`src/rtl/fse_pkg.sv`:
```
package fse_pkg;
  typedef enum logic [2:0] {
    OP_NONE = 3'd0, OP_PGM = 3'd1, OP_SERASE = 3'd2, OP_CERASE = 3'd3,
    OP_SUSPEND = 3'd4, OP_RESUME = 3'd5, OP_RESET = 3'd6, OP_RSVD = 3'd7
  } op_e;

  typedef enum logic [2:0] {
    ST_IDLE, ST_PGM, ST_FAIL, ST_WIN, ST_ERS, ST_SUSP, ST_SPGM
  } st_e;
endpackage

```
`src/rtl/fse_seq.sv`:
```
module fse_seq
  import fse_pkg::*;
#(
  parameter int ADDR_W   = 8,
  parameter int NUM_SECT = 8,
  parameter int WIN_CYC  = 2500,
  parameter int ERS_CYC  = 5000,
  parameter int PGM_CYC  = 10,
  parameter int PGM_LIM  = 100
) (
  input  logic                clk_i,
  input  logic                rst_ni,
  input  logic                cmd_valid_i,
  input  logic [2:0]          cmd_op_i,
  input  logic [ADDR_W-1:0]   cmd_addr_i,
  input  logic [7:0]          cmd_data_i,
  input  logic [7:0]          cell_data_i,
  output st_e                 st_o,
  output logic [NUM_SECT-1:0] mask_o,
  output logic                b7_o
);
  localparam int SECT_W = $clog2(NUM_SECT);
  localparam int EMAX   = (WIN_CYC > ERS_CYC) ? WIN_CYC : ERS_CYC;
  localparam int EC_W   = $clog2(EMAX) + 1;
  localparam int PC_W   = $clog2(PGM_LIM) + 1;

  st_e                 st_q, st_d;
  logic [NUM_SECT-1:0] mask_q, mask_d, smask;
  logic [EC_W-1:0]     ec_q, ec_d;
  logic [PC_W-1:0]     pc_q, pc_d;
  logic                bad_q, bad_d, b7_q, b7_d;
  op_e                 op;
  logic                is_op;

  assign op    = op_e'(cmd_op_i);
  assign smask = NUM_SECT'(1) << cmd_addr_i[ADDR_W-1 -: SECT_W];

  function automatic logic cmd_is(logic v, op_e o, op_e want);
    return v && (o == want);
  endfunction

  always_comb begin
    st_d = st_q; mask_d = mask_q; ec_d = ec_q; pc_d = pc_q;
    bad_d = bad_q; b7_d = b7_q;
    is_op = 1'b0;
    unique case (st_q)
      ST_IDLE: begin
        if (cmd_is(cmd_valid_i, op, OP_PGM)) begin
          st_d = ST_PGM; pc_d = '0; bad_d = |(cmd_data_i & ~cell_data_i);
          b7_d = cmd_data_i[7];
        end else if (cmd_is(cmd_valid_i, op, OP_SERASE)) begin
          st_d = ST_WIN; mask_d = smask; ec_d = '0;
        end else if (cmd_is(cmd_valid_i, op, OP_CERASE)) begin
          st_d = ST_ERS; mask_d = '1; ec_d = '0;
        end
      end
      ST_PGM, ST_SPGM: begin
        is_op = 1'b1;
        pc_d  = pc_q + 1'b1;
        if (!bad_q && pc_q == PC_W'(PGM_CYC - 1))
          st_d = (st_q == ST_SPGM) ? ST_SUSP : ST_IDLE;
        else if (bad_q && pc_q == PC_W'(PGM_LIM - 1))
          st_d = ST_FAIL;
      end
      ST_FAIL: begin
        if (cmd_is(cmd_valid_i, op, OP_RESET)) begin
          st_d = ST_IDLE; mask_d = '0;
        end
      end
      ST_WIN: begin
        if (cmd_is(cmd_valid_i, op, OP_SERASE)) begin
          mask_d = mask_q | smask; ec_d = '0;  // restart full window
        end else if (ec_q == EC_W'(WIN_CYC - 1)) begin
          st_d = ST_ERS; ec_d = '0;
        end else ec_d = ec_q + 1'b1;
      end
      ST_ERS: begin
        if (cmd_is(cmd_valid_i, op, OP_SUSPEND)) st_d = ST_SUSP;
        else if (ec_q == EC_W'(ERS_CYC - 1)) begin
          st_d = ST_IDLE; mask_d = '0;
        end else ec_d = ec_q + 1'b1;
      end
      ST_SUSP: begin
        if (cmd_is(cmd_valid_i, op, OP_RESUME)) st_d = ST_ERS;
        else if (cmd_is(cmd_valid_i, op, OP_PGM) && !(|(mask_q & smask))) begin
          st_d = ST_SPGM; pc_d = '0; bad_d = |(cmd_data_i & ~cell_data_i);
          b7_d = cmd_data_i[7];
        end
      end
      default: st_d = ST_IDLE;
    endcase
  end

  always_ff @(posedge clk_i or negedge rst_ni) begin
    if (!rst_ni) begin
      st_q <= ST_IDLE; mask_q <= '0; ec_q <= '0; pc_q <= '0;
      bad_q <= 1'b0; b7_q <= 1'b0;
    end else begin
      st_q <= st_d; mask_q <= mask_d; ec_q <= ec_d; pc_q <= pc_d;
      bad_q <= bad_d; b7_q <= b7_d;
    end
  end

  assign st_o   = st_q;
  assign mask_o = mask_q;
  assign b7_o   = b7_q;
endmodule

```
`src/rtl/fse_toggle.sv`:
```
module fse_toggle
  import fse_pkg::*;
(
  input  logic clk_i,
  input  logic rst_ni,
  input  logic rd_i,
  input  st_e  st_i,
  input  logic hit_i,
  output logic tog6_o,
  output logic tog2_o
);
  logic flip6, flip2;

  assign flip6 = rd_i && (st_i inside {ST_PGM, ST_SPGM, ST_FAIL, ST_WIN, ST_ERS});
  assign flip2 = rd_i && hit_i && (st_i inside {ST_WIN, ST_ERS, ST_SUSP});

  always_ff @(posedge clk_i or negedge rst_ni) begin
    if (!rst_ni) begin
      tog6_o <= 1'b0; tog2_o <= 1'b0;
    end else begin
      if (flip6) tog6_o <= ~tog6_o;
      if (flip2) tog2_o <= ~tog2_o;
    end
  end
endmodule

```
`src/rtl/fse_status_mux.sv`:
```
module fse_status_mux
  import fse_pkg::*;
(
  input  st_e        st_i,
  input  logic       hit_i,
  input  logic       b7_i,
  input  logic       tog6_i,
  input  logic       tog2_i,
  input  logic [7:0] array_data_i,
  output logic [7:0] dout_o,
  output logic       ready_o
);
  always_comb begin
    dout_o  = array_data_i;
    ready_o = 1'b1;
    unique case (st_i)
      ST_PGM, ST_SPGM: begin dout_o = {~b7_i, tog6_i, 3'b000, tog2_i, 2'b00}; ready_o = 1'b0; end
      ST_FAIL: begin dout_o = {~b7_i, tog6_i, 3'b100, tog2_i, 2'b00}; ready_o = 1'b0; end
      ST_WIN:  begin dout_o = {1'b0, tog6_i, 3'b000, tog2_i, 2'b00}; ready_o = 1'b0; end
      ST_ERS:  begin dout_o = {1'b0, tog6_i, 3'b001, tog2_i, 2'b00}; ready_o = 1'b0; end
      ST_SUSP: if (hit_i) dout_o = {1'b1, tog6_i, 3'b000, tog2_i, 2'b00};
      default: ;
    endcase
  end
endmodule

```
`src/rtl/flash_status_engine.sv`:
```
module flash_status_engine
  import fse_pkg::*;
#(
  parameter int ADDR_W   = 8,
  parameter int NUM_SECT = 8,
  parameter int WIN_CYC  = 2500,
  parameter int ERS_CYC  = 5000,
  parameter int PGM_CYC  = 10,
  parameter int PGM_LIM  = 100
) (
  input  logic              clk_i,
  input  logic              rst_ni,
  input  logic              cmd_valid_i,
  input  logic [2:0]        cmd_op_i,
  input  logic [ADDR_W-1:0] cmd_addr_i,
  input  logic [7:0]        cmd_data_i,
  input  logic [7:0]        cell_data_i,
  input  logic              rd_i,
  input  logic [ADDR_W-1:0] rd_addr_i,
  input  logic [7:0]        array_data_i,
  output logic [7:0]        dout_o,
  output logic              ready_o
);
  localparam int SECT_W = $clog2(NUM_SECT);

  st_e                 st;
  logic [NUM_SECT-1:0] sel_mask;
  logic                b7, tog6, tog2, hit;

  assign hit = sel_mask[rd_addr_i[ADDR_W-1 -: SECT_W]];

  fse_seq #(
    .ADDR_W(ADDR_W), .NUM_SECT(NUM_SECT), .WIN_CYC(WIN_CYC),
    .ERS_CYC(ERS_CYC), .PGM_CYC(PGM_CYC), .PGM_LIM(PGM_LIM)
  ) u_seq (
    .clk_i, .rst_ni, .cmd_valid_i, .cmd_op_i, .cmd_addr_i, .cmd_data_i,
    .cell_data_i, .st_o(st), .mask_o(sel_mask), .b7_o(b7)
  );

  fse_toggle u_tog (
    .clk_i, .rst_ni, .rd_i, .st_i(st), .hit_i(hit), .tog6_o(tog6), .tog2_o(tog2)
  );

  fse_status_mux u_mux (
    .st_i(st), .hit_i(hit), .b7_i(b7), .tog6_i(tog6), .tog2_i(tog2),
    .array_data_i, .dout_o, .ready_o
  );
endmodule

```
`config.mk`:
```
export PLATFORM = sky130hd
export DESIGN_NAME = flash_status_engine
export DESIGN_NICKNAME = d
export VERILOG_FILES = /design/src/rtl/fse_pkg.sv /design/src/rtl/fse_seq.sv /design/src/rtl/fse_toggle.sv /design/src/rtl/fse_status_mux.sv /design/src/rtl/flash_status_engine.sv
export SDC_FILE = /design/constraint.sdc
export NUM_CORES = 1
export LEC_CHECK = 0
export ABC_CLOCK_PERIOD_IN_PS = 3200
export BUFFER_PORTS_ARGS = -buffer_cell sky130_fd_sc_hd__buf_2
export CAP_MARGIN = 5
export CORE_ASPECT_RATIO = 0.6
export CORE_MARGIN = 2
export CORE_UTILIZATION = 55
export DETAILED_ROUTE_END_ITERATION = 6
export GPL_TIMING_DRIVEN = 0
export MAX_ROUTING_LAYER = met4
export PLACE_DENSITY_LB_ADDON = 0.25
export SLEW_MARGIN = 20
export SYNTH_ARGS = -nofsm -noshare
export SYNTH_HDL_FRONTEND = slang
export SYNTH_SLANG_ARGS = --single-unit
```
`constraint.sdc`:
```
create_clock -name clk_i -period 3.2 [get_ports clk_i]
set_clock_uncertainty 0.1 [all_clocks]
set_input_delay 0.32 -clock clk_i [delete_from_list [all_inputs] [get_ports clk_i]]
set_output_delay 0.32 -clock clk_i [all_outputs]
set_load 0.1 [all_outputs]
```
-- Yosys cells after proc, flatten, opt, wreduce, memory -nomap -nowiden
Index checks and enable logic that the tools add are counted.
- register bits: 37
- bits of input ports: 47
- output and inout port bits: 9
- bitwise logic cells: 7
- eq/ne operators: 32
- shifts and indexed selects: 1
- reductions and logical operators: 30
- $add $sub $neg: 2
- $lt $le $gt $ge: 1
- muxes and demuxes: 47
- operators with widths (operator ; count):
    14-bit 2-to-1 mux ; 7
    8-bit 2-to-1 mux ; 11
    14-bit case mux with 3 select lines ; 1
    8-bit case mux with 5 select lines ; 1
    3-bit 2-to-1 mux ; 13
    8-bit case mux with 4 select lines ; 1
    8-bit case mux with 3 select lines ; 1
    2-bit inequality test (second input constant) ; 10
    3-bit equality test (second input constant) ; 6
    3-bit case mux with 6 select lines ; 1
    8-bit AND ; 2
    8-bit OR reduction ; 2
    14-bit by 1-bit adder with 14-bit output (second input constant) ; 1
    14-bit by 12-bit equality test with 1-bit output (second input constant) ; 1
    14-bit by 13-bit equality test with 1-bit output (second input constant) ; 1
    7-bit AND reduction ; 2
    3-bit by 2-bit equality test with 1-bit output (second input constant) ; 4
    1-bit logical AND ; 12
    3-bit inequality test (second input constant) ; 3
    3-bit nonzero test ; 3
    8-bit by 1-bit adder with 8-bit output (second input constant) ; 1
    8-bit by 4-bit equality test with 1-bit output (second input constant) ; 1
    8-bit by 7-bit equality test with 1-bit output (second input constant) ; 1
    1-bit 2-to-1 mux ; 8
    other kinds (20) ; 26

-- Logic depth before layout (Yosys ltp)
- depth after elaboration: 8
- depth in mapped cells: 8

-- Hierarchy
Synthesis repeated with hierarchy kept, for this count alone.
- cell total of the unflattened synthesis: 312
- area, all modules: 2700.1 um^2
- by module, submodules not included (module ; instances ; area an instance (um^2) ; cells an instance):
    fse_seq ; 1 ; 2294.7 ; 263
    fse_status_mux ; 1 ; 231.5 ; 35
    fse_toggle ; 1 ; 110.1 ; 11
    flash_status_engine ; 1 ; 63.8 ; 3

-- Least setup slack after synthesis
No wires, ideal clock.
- kind: register to output
- from: register u_seq.mask_q[7], in the netlist u_seq.mask_o[7]
- to: output port dout_o[6]
- arrival time: 3.047 ns
- path buffers: 0
- cell stages (with the launch flop): 7
- slack: -0.267 ns
- path through: dfrtp_1 -> mux4_2 -> mux2i_1 -> o21a_1 -> a2bb2oi_1 -> a21oi_1 -> a21oi_1
- cells in the longest elaborated chain, start to end: 4
- RTL lines (what ; line ; text):
    start, declared ; fse_seq.sv:28 ; logic [NUM_SECT-1:0] mask_q, mask_d, smask;
    start signal, assigned ; fse_seq.sv:96 ; st_q <= ST_IDLE; mask_q <= '0; ec_q <= '0; pc_q <= '0;
    start signal, assigned ; fse_seq.sv:99 ; st_q <= st_d; mask_q <= mask_d; ec_q <= ec_d; pc_q <= pc_d;
    1-bit binary-select mux with 3-bit select ; flash_status_engine.sv:30 ; assign hit = sel_mask[rd_addr_i[ADDR_W-1 -: SECT_W]];
    1-bit 2-to-1 mux (not written as such) ; flash_status_engine.sv:30 ;
    8-bit 2-to-1 mux ; fse_status_mux.sv:21 ; ST_SUSP: if (hit_i) dout_o = {1'b1, tog6_i, 3'b000, tog2_i, 2'b00};
    8-bit case mux with 5 select lines ; fse_status_mux.sv:16 ; unique case (st_i)
    end, declared ; flash_status_engine.sv:21 ; output logic [7:0] dout_o,
No other way between the ends. The select of a mux whose other input is x is not followed.

-- Worst setup path in the final report
- from: register u_seq.mask_q[3], in the netlist u_seq.mask_o[3]
- to: output port dout_o[6]
Same word-level chain as after synthesis.

==> metrics.yaml <==
outcome:
  status: "finished clean"
clock_network:
  h-tree-depth: 2
  cts.sinks: 37
  path_clk_slew_ns: 0.07
  clockBufferDepth: 2
  cts_root_buf: "clkbuf_8"
  clk_latency_ns: 0.30
  cts_inserted_buffers: 5
  cts_tree: "yes"
timing:
  period_share: 0.961
  drv_slew: 0
  rsz0062_at_grt: "no"
  setup_viol: 0
  finalWorstPathRequiredPeriod_ns: 3.07
  hold_viol_final: 0
  max_freq_mhz: 325
  holdWs_ns: 0.0211
  maxSlewHeadroom: 0.444
  fin_setup_tns_ns: 0
  worstMarginPinSlew_ns: 0.835
global_route:
  grt_most_used_layer: "met1"
  grt_max_degree: 38
  use_met2: 0.359
  grt_pass1_wl_mm: 11.7
  grt-ovfl-total: 0
  grt_pass1_vias: 2401
  grt_use_met1: 0.449
  grt_use_total: 0.279
  grtUsageMet3: 0.0474
  antenna_found_initial: 0
route:
  dr.pass1.iters: 5
  wire_per_inst_um: 14.9
  wirelength_mm: 6.98
  routed_via_density: 6.15
  vias: 2871
  drtIter0Drc: 407
  drc_errors: 0
  final_antenna_net_count: 0
yosys:
  yosys_warnings: 0
  synth-seq-cells: 37
  yosys.area.top_type_share: 0.338
  synth_cells: 354
  synth.area.top_cells: "dfrtp_1, o21ai_0, nand2_1"
  syn_area_um2: 2740
  syn_area_per_cell_um2: 7.74
  synthFlopType: "dfrtp_1"
  yosysSeqAreaShare: 0.338
  synth_top_cell_by_area: "dfrtp_1"
  synth-edff-count: 0
  syn_nets: 404
  ys_types: 63
  async_flop_share: 1.00
worst_setup_path:
  timing.rr.start: "u_seq.ec_q[4]"
  rr_worst_depth: 6
  start_kind: "flop"
  r2r_setup_slack_ns: 0.68
  path_class: "flop to output pin"
  worstSetupEndpoint: "dout_o[6]"
  r2r-end: "u_seq.st_o[1]"
  worstPathArrival_ns: 2.65
  crit_path_end_kind: "output pin"
  cp-startpoint: "u_seq.mask_o[3]"
  crit_required_ns: 2.78
  cp_max_fo: 6
job:
  drv_cap: 0
cells_and_area:
  synthToLayoutAreaGrowth_pct: 14.5
  drive_above_1_share: 0.178
  diodes: 0
  fin_nets: 454
  postLayoutCellArea_um2: 3140
  fillerInstances: 384
  final_core_util: 0.670
placement:
  port_buffers: 43
  placed_cell_area_um2: 3040
  gp_congestion: 0.926
  hpwl_mm: 5.32
floorplanning:
  fp.coreArea_um2: 4680
  fp.dieW_um: 95.1
  initial_core_util: 0.585
  rows: 19
  dieHeight_um: 58.7
  dieArea_um2: 5580
  ios: 56
min_path:
  hold_class: "input port to async pin"
power:
  max-vdd-ir-drop_uv: 520
  power_leakage_nw: 1.36
  pwr_density_cell_nw_per_um2: 934
==> power by group <==
part | leakage, nW | internal, mW | switching (mW)
registers | 0.496 | 0.600 | 0.153
clock network | 0.0412 | 0.151 | 0.163
logic | 0.825 | 0.537 | 1.32
total | 1.36 | 1.29 | 1.64
==> cell usage after synthesis (2+ instances only) <==
cell type / number
nor2_1: 29
mux2_2: 2
inv_1: 16
and2_1: 4
o31ai_1: 5
nand4_1: 5
nand2_1: 49
a2bb2oi_1: 2
nor2b_1: 2
a22o_1: 2
o21ai_0: 42
ha_1: 3
o22a_1: 2
buf_2: 2
o21ai_1: 11
o22ai_1: 5
nand3b_1: 4
o41ai_1: 2
nand4b_1: 5
or4_1: 2
clkbuf_2: 2
a31oi_1: 5
nand3_1: 9
mux2i_1: 3
and3_1: 12
clkbuf_1: 10
nor3b_1: 3
xor2_1: 2
mux4_2: 2
or3_1: 3
xnor2_1: 2
a21oi_1: 14
nand2b_1: 10
dfrtp_1: 37
o32a_1: 2
nor3_1: 12
nor4_1: 4
buf_1: 3
==> state kept, by name, summed over array words and instances, names as in the netlist <==
name          count
u_seq.pc_q        8
u_seq.bad_q       1
u_seq.ec_q       14
u_tog.tog6_o      1
u_seq.mask_o      8
u_tog.tog2_o      1
u_seq.b7_o        1
u_seq.st_o        3
==> metal layers <==
layer | up-vias | share of wire
met5 | - | 0
met4 | 0 | 0.0072
met3 | 8 | 0.095
met2 | 182 | 0.38
met1 | 1297 | 0.51
li1 | 1384 | -
==> cell usage in the layout (no fill, tap or decap), drive strengths merged, types with 2 or more instances in the layout <==
cell,netlist,final
ha,3,3
nand4,5,5
o22ai,5,5
nor2,30,30
buf,7,47
clkbuf,12,21
clkinv,1,2
nor3b,3,3
o41ai,2,2
mux2i,3,3
xor2,2,2
and3,12,12
o32a,2,2
nand4b,5,5
mux2,2,2
o21ai,53,53
a22o,2,2
nor3,12,12
dfrtp,37,37
and2,4,4
o22a,2,2
nand3b,4,4
nor4,4,4
or3,3,3
a31oi,5,5
nand2b,10,10
xnor2,2,2
a2bb2oi,2,2
or4,3,3
o31ai,5,5
mux4,2,2
nand2,49,49
nor2b,2,2
a21oi,14,14
inv,16,16
nand3,9,9
==> worst min path at each step <==
stage	start	end	depth (start not counted)
finish	rst_ni	u_seq.ec_q[6]	1
global route	rst_ni	u_seq.ec_q[6]	1
CTS	rst_ni	u_seq.ec_q[6]	1
detailed placement	rst_ni	u_seq.ec_q[6]	1
global placement	u_seq.pc_q[7]	u_seq.pc_q[7]	1
floorplan	rst_ni	u_seq.b7_o	0
==> through the flow <==
step,total power [mW],setup slack [ns],std cells
detailed placement,2.57,0.261,460
finish,2.93,0.126,467
floorplan,2.20,0.353,354
global route,3.13,0.00336,467
global placement,2.54,0.265,460
CTS,2.89,0.0259,467
==> layout make-up <==
type | count | area [um^2] | share of cell area
multi-input combinational | 281 | 1680 | 0.535
sequential | 37 | 926 | 0.295
timing repair buffer | 43 | 220 | 0.0702
buffer | 19 | 88.8 | 0.0283
tap | 63 | 78.8 | 0.0251
clock buffer | 6 | 72.6 | 0.0231
inverter | 17 | 63.8 | 0.0204
clock inverter | 1 | 8.76 | 0.00279
==> worst max-delay path, cell delays in order (launching register included) <==
cell	delay, ns
dfrtp_1	0.40
mux4_2	0.49
mux2i_2	0.41
o21a_1	0.24
a2bb2oi_1	0.17
a21oi_1	0.10
a21oi_2	0.11
buf_2	0.43
==> logic make-up after synthesis <==
| group | count (synthesis) | synth area share |
|---|---|---|
| buffers and inverters | 36 | 0.0553 |
| AOI/OAI and AO/OA | 108 | 0.247 |
| DFF | 37 | 0.338 |
| xor gates and xnor gates | 4 | 0.0128 |
| muxes | 7 | 0.0356 |
| adders and majority gates | 3 | 0.0137 |
| and+or+nand+nor | 159 | 0.297 |
==> repair_timing <==
action                     CTS  global route
setup buffers                0             0
hold buffers                 0             0
setup endpoints to repair    0             7
resized for setup            0             4
No activity file was read; power rests on OpenSTA's default activity.
